$ cat src/rtl/mc_pkg.sv
package mc_pkg;

  typedef enum logic [3:0] {
    S_FETCH  = 4'd0,
    S_DECODE = 4'd1,
    S_MEMADR = 4'd2,
    S_MEMRD  = 4'd3,
    S_MEMWB  = 4'd4,
    S_MEMWR  = 4'd5,
    S_RTEXE  = 4'd6,
    S_RTWB   = 4'd7,
    S_BEQ    = 4'd8,
    S_JMP    = 4'd9,
    S_LUIWB  = 4'd10,
    S_LDIRD  = 4'd11,
    S_LDIWB  = 4'd12
  } state_e;

  localparam logic [5:0] OP_RTYPE = 6'h00;
  localparam logic [5:0] OP_JMP   = 6'h02;
  localparam logic [5:0] OP_BEQ   = 6'h04;
  localparam logic [5:0] OP_LUI   = 6'h0F;
  localparam logic [5:0] OP_LW    = 6'h23;
  localparam logic [5:0] OP_SW    = 6'h2B;
  localparam logic [5:0] OP_LDI   = 6'h31;

  localparam logic [5:0] FN_ADD = 6'h20;
  localparam logic [5:0] FN_SUB = 6'h22;
  localparam logic [5:0] FN_AND = 6'h24;
  localparam logic [5:0] FN_OR  = 6'h25;
  localparam logic [5:0] FN_SLT = 6'h2A;

  typedef enum logic [1:0] {ALU_ADD = 2'd0, ALU_SUB = 2'd1, ALU_FUNCT = 2'd2} aluop_e;
  typedef enum logic [1:0] {SRCB_REG = 2'd0, SRCB_FOUR = 2'd1, SRCB_IMM = 2'd2, SRCB_IMMW = 2'd3} srcb_e;
  typedef enum logic [1:0] {WB_ALU = 2'd0, WB_MDR = 2'd1, WB_UPPER = 2'd2} wbsel_e;
  typedef enum logic [1:0] {PCS_ALU = 2'd0, PCS_ALUOUT = 2'd1, PCS_JUMP = 2'd2} pcsrc_e;

  typedef struct packed {
    logic    pcWrite;
    logic    pcWriteCond;
    logic    addrFromAlu;
    logic    memWrite;
    logic    irWrite;
    logic    dstFromRd;
    wbsel_e  wbSel;
    logic    regWrite;
    logic    srcAFromReg;
    srcb_e   srcB;
    aluop_e  aluOp;
    pcsrc_e  pcSrc;
  } ctrl_t;

endpackage

$ cat src/rtl/mc_regfile.sv
module mc_regfile #(
  parameter int DW = 32,
  parameter int NREG = 32
) (
  input  logic                     clk,
  input  logic [$clog2(NREG)-1:0]  rdAddrA,
  input  logic [$clog2(NREG)-1:0]  rdAddrB,
  input  logic                     wrEn,
  input  logic [$clog2(NREG)-1:0]  wrAddr,
  input  logic [DW-1:0]            wrData,
  output logic [DW-1:0]            rdDataA,
  output logic [DW-1:0]            rdDataB
);
  localparam int AW = $clog2(NREG);

  logic [DW-1:0] regs [NREG];

  always_ff @(posedge clk) begin
    if (wrEn && (wrAddr != '0)) regs[wrAddr] <= wrData;
  end

  assign rdDataA = (rdAddrA == AW'(0)) ? '0 : regs[rdAddrA];
  assign rdDataB = (rdAddrB == AW'(0)) ? '0 : regs[rdAddrB];
endmodule

$ cat src/rtl/mc_alu.sv
module mc_alu
  import mc_pkg::*;
#(
  parameter int DW = 32
) (
  input  logic [DW-1:0] opA,
  input  logic [DW-1:0] opB,
  input  aluop_e        aluOp,
  input  logic [5:0]    funct,
  output logic [DW-1:0] result,
  output logic          isZero
);
  always_comb begin
    unique case (aluOp)
      ALU_SUB: result = opA - opB;
      ALU_FUNCT: begin
        case (funct)
          FN_SUB:  result = opA - opB;
          FN_AND:  result = opA & opB;
          FN_OR:   result = opA | opB;
          FN_SLT:  result = ($signed(opA) < $signed(opB)) ? DW'(1) : '0;
          default: result = opA + opB;
        endcase
      end
      default: result = opA + opB;
    endcase
  end

  assign isZero = (result == '0);
endmodule

$ cat src/rtl/mc_datapath.sv
module mc_datapath
  import mc_pkg::*;
#(
  parameter int          DW       = 32,
  parameter logic [31:0] RESET_PC = 32'h0
) (
  input  logic          clk,
  input  logic          rstN,
  input  ctrl_t         ctl,
  input  logic [DW-1:0] memRdata,
  output logic [DW-1:0] memAddr,
  output logic [DW-1:0] memWdata,
  output logic [5:0]    opcode
);
  localparam int NREG = 32;
  localparam int RAW  = $clog2(NREG);
  localparam int HALF = DW / 2;

  logic [DW-1:0] pcQ, irQ, mdrQ, aQ, bQ, aluOutQ;
  logic [DW-1:0] srcA, srcB, aluY, pcNext, wbData, rfA, rfB, immExt;
  logic [RAW-1:0] rsF, rtF, rdF, wrAddr;
  logic aluZero, pcEn;

  assign opcode = irQ[31:26];
  assign rsF    = irQ[25:21];
  assign rtF    = irQ[20:16];
  assign rdF    = irQ[15:11];
  assign immExt = {{(DW-16){irQ[15]}}, irQ[15:0]};

  assign srcA = ctl.srcAFromReg ? aQ : pcQ;

  always_comb begin
    unique case (ctl.srcB)
      SRCB_FOUR: srcB = DW'(4);
      SRCB_IMM:  srcB = immExt;
      SRCB_IMMW: srcB = immExt << 2;
      default:   srcB = bQ;
    endcase
  end

  mc_alu #(.DW(DW)) i_alu (
    .opA(srcA), .opB(srcB), .aluOp(ctl.aluOp), .funct(irQ[5:0]),
    .result(aluY), .isZero(aluZero)
  );

  always_comb begin
    unique case (ctl.pcSrc)
      PCS_ALUOUT: pcNext = aluOutQ;
      PCS_JUMP:   pcNext = {pcQ[DW-1:DW-4], irQ[25:0], 2'b00};
      default:    pcNext = aluY;
    endcase
  end

  assign pcEn = ctl.pcWrite | (ctl.pcWriteCond & aluZero);

  always_comb begin
    unique case (ctl.wbSel)
      WB_MDR:   wbData = mdrQ;
      WB_UPPER: wbData = {irQ[15:0], {HALF{1'b0}}};
      default:  wbData = aluOutQ;
    endcase
  end

  assign wrAddr = ctl.dstFromRd ? rdF : rtF;

  mc_regfile #(.DW(DW), .NREG(NREG)) i_rf (
    .clk(clk), .rdAddrA(rsF), .rdAddrB(rtF),
    .wrEn(ctl.regWrite), .wrAddr(wrAddr), .wrData(wbData),
    .rdDataA(rfA), .rdDataB(rfB)
  );

  always_ff @(posedge clk) begin
    if (!rstN) begin
      pcQ     <= RESET_PC;
      irQ     <= '0;
      mdrQ    <= '0;
      aQ      <= '0;
      bQ      <= '0;
      aluOutQ <= '0;
    end else begin
      if (pcEn)        pcQ <= pcNext;
      if (ctl.irWrite) irQ <= memRdata;
      mdrQ    <= memRdata;
      aQ      <= rfA;
      bQ      <= rfB;
      aluOutQ <= aluY;
    end
  end

  assign memAddr  = ctl.addrFromAlu ? aluOutQ : pcQ;
  assign memWdata = bQ;
endmodule

$ cat src/rtl/mc_control.sv
module mc_control
  import mc_pkg::*;
(
  input  logic       clk,
  input  logic       rstN,
  input  logic [5:0] opcode,
  output ctrl_t      ctl,
  output logic [3:0] stateCode
);
  state_e stateQ, stateD;

  always_comb begin
    stateD = S_FETCH;
    unique case (stateQ)
      S_FETCH:  stateD = S_DECODE;
      S_DECODE: begin
        case (opcode)
          OP_LW, OP_SW: stateD = S_MEMADR;
          OP_RTYPE:     stateD = S_RTEXE;
          OP_BEQ:       stateD = S_BEQ;
          OP_JMP:       stateD = S_JMP;
          OP_LUI:       stateD = S_LUIWB;
          OP_LDI:       stateD = S_LDIRD;
          default:      stateD = S_FETCH;
        endcase
      end
      S_MEMADR: stateD = (opcode == OP_LW) ? S_MEMRD : S_MEMWR;
      S_MEMRD:  stateD = S_MEMWB;
      S_RTEXE:  stateD = S_RTWB;
      S_LDIRD:  stateD = S_LDIWB;
      default:  stateD = S_FETCH;
    endcase
  end

  always_ff @(posedge clk) begin
    if (!rstN) stateQ <= S_FETCH;
    else       stateQ <= stateD;
  end

  always_comb begin
    ctl = '0;
    unique case (stateQ)
      S_FETCH: begin
        ctl.irWrite = 1'b1;
        ctl.srcB    = SRCB_FOUR;
        ctl.pcWrite = 1'b1;
      end
      S_DECODE: ctl.srcB = SRCB_IMMW;
      S_MEMADR: begin
        ctl.srcAFromReg = 1'b1;
        ctl.srcB        = SRCB_IMM;
      end
      S_MEMRD: ctl.addrFromAlu = 1'b1;
      S_MEMWB: begin
        ctl.regWrite = 1'b1;
        ctl.wbSel    = WB_MDR;
      end
      S_MEMWR: begin
        ctl.addrFromAlu = 1'b1;
        ctl.memWrite    = 1'b1;
      end
      S_RTEXE: begin
        ctl.srcAFromReg = 1'b1;
        ctl.aluOp       = ALU_FUNCT;
      end
      S_RTWB: begin
        ctl.regWrite  = 1'b1;
        ctl.dstFromRd = 1'b1;
      end
      S_BEQ: begin
        ctl.srcAFromReg = 1'b1;
        ctl.aluOp       = ALU_SUB;
        ctl.pcWriteCond = 1'b1;
        ctl.pcSrc       = PCS_ALUOUT;
      end
      S_JMP: begin
        ctl.pcWrite = 1'b1;
        ctl.pcSrc   = PCS_JUMP;
      end
      S_LUIWB: begin
        ctl.regWrite = 1'b1;
        ctl.wbSel    = WB_UPPER;
      end
      S_LDIRD: begin
        ctl.srcB    = SRCB_FOUR;
        ctl.pcWrite = 1'b1;
      end
      S_LDIWB: begin
        ctl.regWrite = 1'b1;
        ctl.wbSel    = WB_MDR;
      end
      default: ctl = '0;
    endcase
  end

  assign stateCode = stateQ;
endmodule

$ cat src/rtl/mc_core.sv
module mc_core
  import mc_pkg::*;
#(
  parameter int          DW       = 32,
  parameter logic [31:0] RESET_PC = 32'h0
) (
  input  logic          clk,
  input  logic          rstN,
  input  logic [DW-1:0] memRdata,
  output logic [DW-1:0] memAddr,
  output logic [DW-1:0] memWdata,
  output logic          memWe,
  output logic [3:0]    stateCode
);
  ctrl_t      ctl;
  logic [5:0] opcode;

  mc_control i_ctrl (
    .clk(clk), .rstN(rstN), .opcode(opcode), .ctl(ctl), .stateCode(stateCode)
  );

  mc_datapath #(.DW(DW), .RESET_PC(RESET_PC)) i_dp (
    .clk(clk), .rstN(rstN), .ctl(ctl), .memRdata(memRdata),
    .memAddr(memAddr), .memWdata(memWdata), .opcode(opcode)
  );

  assign memWe = ctl.memWrite;
endmodule

$ cat config.mk
export PLATFORM = sky130hd
export DESIGN_NAME = mc_core
export DESIGN_NICKNAME = d
export VERILOG_FILES = /design/src/rtl/mc_pkg.sv /design/src/rtl/mc_regfile.sv /design/src/rtl/mc_alu.sv /design/src/rtl/mc_datapath.sv /design/src/rtl/mc_control.sv /design/src/rtl/mc_core.sv
export SDC_FILE = /design/constraint.sdc
export NUM_CORES = 2
export LEC_CHECK = 0
export BUFFER_PORTS_ARGS = -buffer_cell sky130_fd_sc_hd__buf_4
export CAP_MARGIN = 20
export CORE_ASPECT_RATIO = 1.2
export CORE_MARGIN = 1.5
export CORE_UTILIZATION = 45
export DETAILED_ROUTE_END_ITERATION = 7
export GPL_TIMING_DRIVEN = 0
export SLEW_MARGIN = 20
export SYNTH_ARGS = -nofsm -noshare
export SYNTH_HDL_FRONTEND = slang
export SYNTH_SLANG_ARGS = --single-unit
export TNS_END_PERCENT = 50
$ cat constraint.sdc
create_clock -name clk -period 7.54 [get_ports clk]
set_input_delay 0.754 -clock clk [delete_from_list [all_inputs] [get_ports clk]]
set_output_delay 0.754 -clock clk [all_outputs]
set_load 0.01 [all_outputs]
## Word level (Yosys, flattened, before mapping)

Memories as Yosys holds them, arrays and structs flattened. A register that Yosys moved wholly into a read port is not among the register bits.
Cells that the tools add are included.

| storage, ports and cells | value |
|---|---|
| register bits after elaboration | 132 |
| bits in writable memories | 1024 |
| input bits | 34 |
| output and inout bits | 69 |
| word-level logic and storage cells | 90 |
| memories | 1 |

| cells by class | value |
|---|---|
| $add $sub $neg | 2 |
| magnitude comparators | 1 |
| eq/ne operators | 31 |
| mux-type cells | 26 |
| bitwise logic cells | 6 |
| reductions and logical operators | 17 |

Memories:

| name | depth | width | read ports | clocked after Yosys merged registers in | write ports | line | source |
|---|---|---|---|---|---|---|---|
| i_dp.i_rf.regs | 32 | 32 | 2 | 2 | 1 | mc_regfile.sv:16 | `logic [DW-1:0] regs [NREG];` |

Operators with widths:

| operator | count |
|---|---|
| 32-bit one-hot mux with 2 select lines | 3 |
| 32-bit one-hot mux with 4 select lines | 1 |
| 32-bit one-hot mux with 3 select lines | 1 |
| 32-bit 2-to-1 mux | 2 |
| 4-bit one-hot mux with 6 select lines | 2 |
| 6-bit == test (second input constant) | 7 |
| 32-bit adder | 1 |
| 32-bit AND | 1 |
| 32-bit logical NOT | 1 |
| 32-bit less-than comparator | 1 |
| 32-bit bitwise OR | 1 |
| 32-bit subtractor | 1 |
| 4-bit == test (second input constant) | 5 |
| 4-bit by 3-bit == test with 1-bit output (second input constant) | 4 |
| 2-bit one-hot mux with 2 select lines | 3 |
| 2-bit OR reduction | 6 |
| 1-bit 2-to-1 mux | 11 |
| 2-bit == test (second input constant) | 5 |
| 5-bit logical NOT | 2 |
| 2-bit by 1-bit == test with 1-bit output (second input constant) | 4 |
| 4-bit by 2-bit == test with 1-bit output (second input constant) | 2 |
| 6-bit by 2-bit == test with 1-bit output (second input constant) | 1 |
| 6-bit by 3-bit == test with 1-bit output (second input constant) | 1 |
| 6-bit by 4-bit == test with 1-bit output (second input constant) | 1 |
| other kinds (14) | 16 |

## Logic depth before layout (Yosys ltp)

| depth | value |
|---|---|
| depth after elaboration | 13 |
| mapped depth | 24 |
| depth with buffers taken out | 20 |

## Modules after synthesis

Synthesis repeated with hierarchy kept, for this count alone.

| second synthesis, totals | value |
|---|---|
| cell total of the unflattened synthesis | 4414 |
| area total of the unflattened synthesis | 63091.8 µm² |

Modules (own cells, without submodules):

| module | instances | cells an instance | area each (µm²) | sequential area each (µm²) |
|---|---|---|---|---|
| mc_regfile | 1 | 2564 | 47929.7 | 30749.5 |
| mc_datapath | 1 | 813 | 8281.7 | 3843.7 |
| mc_alu | 1 | 963 | 6402.4 | 0.0 |
| mc_control | 1 | 74 | 478.0 | 80.1 |

## Least setup slack after synthesis

Ideal clock, no wire load.

| timing path | value |
|---|---|
| path kind | register to register |
| from | reg i_ctrl.stateQ[1], in the netlist i_ctrl.stateCode[1] |
| to | reg i_dp.pcQ[10] |
| library setup time | 72 ps |
| arrival | 5648 ps |
| required time | 7468 ps |
| setup slack | 1821 ps |
| cell stages (with the launch flop) | 22 |
| buffers on the path | 5 |
| period minus slack after synthesis | 5719 ps |
| path through | dfxtp_1 clkbuf_1 inv_1 mux2_2 nor2_1 clkbuf_1 mux2_2 ha_1 buf_6 or4_4 or4_4 a21oi_4 nor3_2 or4_4 and2_4 o2111a_1 a311o_2 nor2b_1 a31oi_1 buf_6 buf_12 mux2i_1 |

| between the ends | value |
|---|---|
| cells in the longest elaborated chain, start to end | 12 |
| elaborated cells on any way between the ends | 37 |
| classes of those cells | 2 x add/sub; 1 x order compare; 13 x eq/ne; 12 x mux; 4 x bitwise; 5 x reduce/logical |

Ends and longest elaborated chain:

| item | line | source |
|---|---|---|
| start, declared | mc_control.sv:10 | `state_e stateQ, stateD;` |
| start signal, assigned | mc_control.sv:37 | `else stateQ <= stateD;` |
| 4-bit == test or 4-bit logical NOT (tied branches) | mc_control.sv:42 | `unique case (stateQ)` |
| 2-bit OR reduction (no source line) | n/a |  |
| 2-bit one-hot mux with 3 select lines | mc_control.sv:42 |  |
| 2-bit == test or 2-bit by 1-bit == test with 1-bit output (tied branches) | mc_datapath.sv:33 | `unique case (ctl.srcB)` |
| 32-bit one-hot mux with 3 select lines | mc_datapath.sv:33 |  |
| 32-bit less-than comparator | mc_alu.sv:21 | `FN_SLT: result = ($signed(opA) < $signed(opB)) ? DW'(1) : '0;` |
| 1-bit 2-to-1 mux | mc_alu.sv:21 |  |
| 32-bit one-hot mux with 4 select lines | mc_alu.sv:17 | `case (funct)` |
| 32-bit one-hot mux with 2 select lines | mc_alu.sv:14 | `unique case (aluOp)` |
| 32-bit logical NOT | mc_alu.sv:29 | `assign isZero = (result == '0);` |
| 1-bit AND | mc_datapath.sv:54 | `assign pcEn = ctl.pcWrite \| (ctl.pcWriteCond & aluZero);` |
| 1-bit bitwise OR | mc_datapath.sv:54 |  |
| end signal, assigned | mc_datapath.sv:81 | `if (pcEn) pcQ <= pcNext;` |
| end, declared | mc_datapath.sv:19 | `logic [DW-1:0] pcQ, irQ, mdrQ, aQ, bQ, aluOutQ;` |

Parallel ways exist; a longest one is shown, timed or not.
A chain may end at the register's enable or synchronous reset.

## Final worst setup path

| timing path | value |
|---|---|
| from | reg i_ctrl.stateQ[1], in the netlist i_ctrl.stateCode[1] |
| to | reg i_dp.pcQ[30] |

| between the ends | value |
|---|---|
| cells in the longest elaborated chain, start to end | 13 |
| elaborated cells on any way between the ends | 39 |
| classes of those cells | 2 x add/sub; 1 x order compare; 13 x eq/ne; 12 x mux; 5 x bitwise; 6 x reduce/logical |

Ends and longest elaborated chain:

| item | line |
|---|---|
| 4-bit == test or 4-bit logical NOT (tied branches) | mc_control.sv:42 |
| 2-bit OR reduction (no source line) | n/a |
| 2-bit one-hot mux with 3 select lines | mc_control.sv:42 |
| 2-bit == test or 2-bit by 1-bit == test with 1-bit output (tied branches) | mc_datapath.sv:33 |
| 32-bit one-hot mux with 3 select lines | mc_datapath.sv:33 |
| 32-bit less-than comparator | mc_alu.sv:21 |
| 1-bit 2-to-1 mux | mc_alu.sv:21 |
| 32-bit one-hot mux with 4 select lines | mc_alu.sv:17 |
| 32-bit one-hot mux with 2 select lines | mc_alu.sv:14 |
| 32-bit logical NOT | mc_alu.sv:29 |
| 1-bit AND | mc_datapath.sv:54 |
| 1-bit bitwise OR | mc_datapath.sv:54 |
| 2-bit AND reduction (no source line) | n/a |

Parallel ways exist; a longest one is shown, timed or not.

==> results.tsv <==
stage	metric	value	unit
logic_synthesis	synth_largest_area_cell	edfxtp_1	
global_route	grt_max_degree	33	
placed_design	gp_congestion	1.03	
power_and_ir_drop	power.density	326	nW/um2
cts	cts_hold_buf	0	
logic_synthesis	ys_seq_area_share	56.2	%
worst_setup_path	path_class	register to register	
floorplanning	rows	148	
detailed_routing	viasPerCell	6.99	
cts	cts.sinks	1220	
power_and_ir_drop	ir_worst_vdd	0.000257	V
placed_design	port_buffers	102	
logic_synthesis	postSynthAreaPerCell	14.8	um2
detailed_routing	ant_nets	0	
finish	register_area	34700	um2
sta	slew_viol_final	0	
logic_synthesis	async_flop_share	0	%
detailed_routing	drt_iter0_drc	6872	
floorplanning	die_x	341	um
power_and_ir_drop	netSwitchingFraction	38.5	%
power_and_ir_drop	p_seq_share	35.2	%
power_and_ir_drop	pwr-share-comb	37.9	%
sta	period_needed	7.39	ns
global_route	use_met2	57.3	%
finish	final_cell_mix	edfxtp_1, mux4_2, nand2_1	
placed_design	dpl_worst_slack	-1.46	ns
power_and_ir_drop	p_sw	9000	uW
detailed_routing	post_drt_wl_per_cell	41.4	um
sta	fin_ws	0.153	ns
logic_synthesis	synth-edff-count	1024	
logic_synthesis	syn_area	61700	um2
cts	cts_buffers	131	
global_route	gr-usage-met1	46.3	%
detailed_routing	vias	44963	
logic_synthesis	yosys.cell_types.count	88	
logic_synthesis	netlist_top_cells_area	edfxtp_1, mux4_2, dfxtp_1	
logic_synthesis	yosysTopAreaCellShare	49.9	%
detailed_routing	drt_wl_total	266000	um
sta	slew-limit-headroom	13.0	%
floorplanning	core_area	136000	um2
sta	hold_violations	0	
placed_design	hpwl	195000	um
finish	final_nets	4670	
sta	fmax	0.135	GHz
worst_hold_path	hold_class	input pin to register	
global_route	grt_pass1_wl	358000	um
sta	worstMarginPinSlew	1.31	ns
sta	clock_skew	0.0470	ns
detailed_routing	drc_errors	4	
global_route	grt_busiest_layer	met2	
finish	final_cell_area	71700	um2
logic_synthesis	synth_flop_cell	edfxtp_1	
floorplanning	start_util	45.4	%
floorplanning	die_y	408	um
global_route	gr-total-overflow	0	
cts	clkTransAtPathRegs	0.06	ns
run_status	violations	DRC	
cts	cts_buffer_depth	3	
global_route	first_global_vias	43575	
finish	multi_input_area	26000	um2
cts	htree_levels	4	
worst_setup_path	worstSetupEndpointType	register	
global_route	met3_usage	10.0	%
power_and_ir_drop	intPower	14400	uW
logic_synthesis	yosys_warnings	0	
floorplanning	dieArea	139000	um2
cts	cts_tree	done	
worst_setup_path	cp-start-kind	register	
finish	final.fill_count	11192	
logic_synthesis	synth-seq-cells	1220	
run_status	status	finished with violations	
placed_design	post_dp_cell_area	67400	um2
logic_synthesis	synth_cells	4166	
cts	insertion_delay	0.80	ns
power_and_ir_drop	p_leak	0.0236	uW
sta	setup_violations	0	
power_and_ir_drop	pwr-share-clk	26.9	%
worst_setup_path	crit_required	8.21	ns
global_route	track_usage	38.0	%
finish	layout-drive-gt1-share	27.4	%
worst_setup_path	cp_max_fo	10	
worst_setup_path	arrival	8.05	ns
finish	layout_commonest_cell	edfxtp_1	
finish	syn2layout_area_growth	16.3	%
cts	clockRootBuffer	clkbuf_16	
job	maxCapViolations	0	
detailed_routing	drtPass1Iterations	8	
global_route	antenna_found_initial	10	
floorplanning	ioPinCount	103	
sta	finalCritPeriodShare	98.0	%
## cells by family (layout without fill, tap and decap cells)
logic type	after synthesis	count (layout)	synth area share, %
fa+ha+maj	104	104	2.13
simple gates	766	766	5.85
other cells	1	35	0.00608
compound gates	782	782	8.78
xor+xnor	27	27	0.384
mux	824	824	23.8
buf+inv	442	871	2.77
flops	1220	1220	56.2
## power groups by stage
stage	Sequential, uW	Combinational, uW	Clock, uW
final	8240	8860	6300
after global routing	8240	9070	6550
after CTS	8210	8490	6290
after detailed placement	8360	8420	0
after global placement	8420	8140	0
after floorplan	8240	4770	0
## flip-flops by register name (all words and copies together), names as in the netlist
name and flops:
i_ctrl.stateCode 4, i_dp.memWdata 32, i_dp.aQ 32, i_dp.irQ 32, i_dp.i_rf.regs 1024, i_dp.aluOutQ 32
i_dp.pcQ 32, i_dp.mdrQ 32
## synthesized netlist by cell type, drive strengths merged, types with 33 or more instances
library cell,number
nor2,227
o221ai,33
inv,112
dfxtp,196
o21ai,125
and2,52
nor3,46
mux2i,191
o211ai,35
o22ai,63
buf,78
edfxtp,1024
nand2,243
a21oi,185
ha,102
nor2b,33
nand3,33
clkbuf,250
a221oi,67
mux2,131
mux4,502
## metal layers
metal	routed length (um)	part of all wire [%]
met3	31300	12
met4	26000	9.8
met1	90900	34
met5	24	0.0090
met2	118000	44
## worst paths after layout
path	start	end	slack, ns	depth (start not counted)
max	i_ctrl.stateCode[1]	i_dp.pcQ[30]	0.15	18
min	memRdata[14]	i_dp.mdrQ[14]	0.18	2
max reg2reg	i_ctrl.stateCode[1]	i_dp.pcQ[30]	0.15	18
min reg2reg	i_dp.pcQ[10]	i_dp.pcQ[10]	0.48	2
## worst max-delay path, stage by stage (launching register included)
cell,delay (ns)
dfxtp_1,0.40
clkbuf_1,0.37
inv_1,0.22
mux2_2,0.32
nor2_2,0.45
clkbuf_4,0.47
mux2_2,0.48
ha_1,0.46
nor2_1,0.14
a221oi_2,0.70
a21oi_4,0.20
a211oi_2,0.64
a21boi_1,0.18
a311oi_1,0.35
o32a_1,0.54
nand4bb_1,0.38
o41ai_4,0.61
nor2_1,0.08
a211oi_1,0.24
## cell type report
cell class,instances,share of cell area (%)
Antenna cell,3,0.0105
Buffer,327,2.00
Clock buffer,170,5.02
Clock inverter,57,0.660
Inverter,114,0.597
Multi-Input combinational cell,2535,36.3
Sequential cell,1220,48.4
Tap cell,1800,3.14
Timing Repair Buffer,203,3.97
## timing repair
action | in CTS | in global routing
pin swaps | 0 | 3
gates resized for setup | 22 | 22
endpoints found under the hold margin | 0 | 0
buffers inserted | 0 | 5
setup endpoints to repair | 33 | 32
## metrics by stage
| stage | cells | utilization, % | power [uW] | setup TNS [ns] | hold WS (ns) |
|---|---|---|---|---|---|
| after floorplan | 4197 | - | 13000 | 0 | 0.436 |
| after global placement | 6099 | 47.7 | 16600 | -954.90 | 0.454 |
| after detailed placement | 6193 | 49.7 | 16800 | -43.10 | 0.465 |
| after CTS | 6419 | 52.7 | 23000 | 0 | 0.149 |
| after global routing | 6426 | 52.8 | 23800 | -0.105 | 0.166 |
| final | 6429 | 52.8 | 23400 | 0 | 0.175 |
No activity file was read; power rests on OpenSTA's default activity.
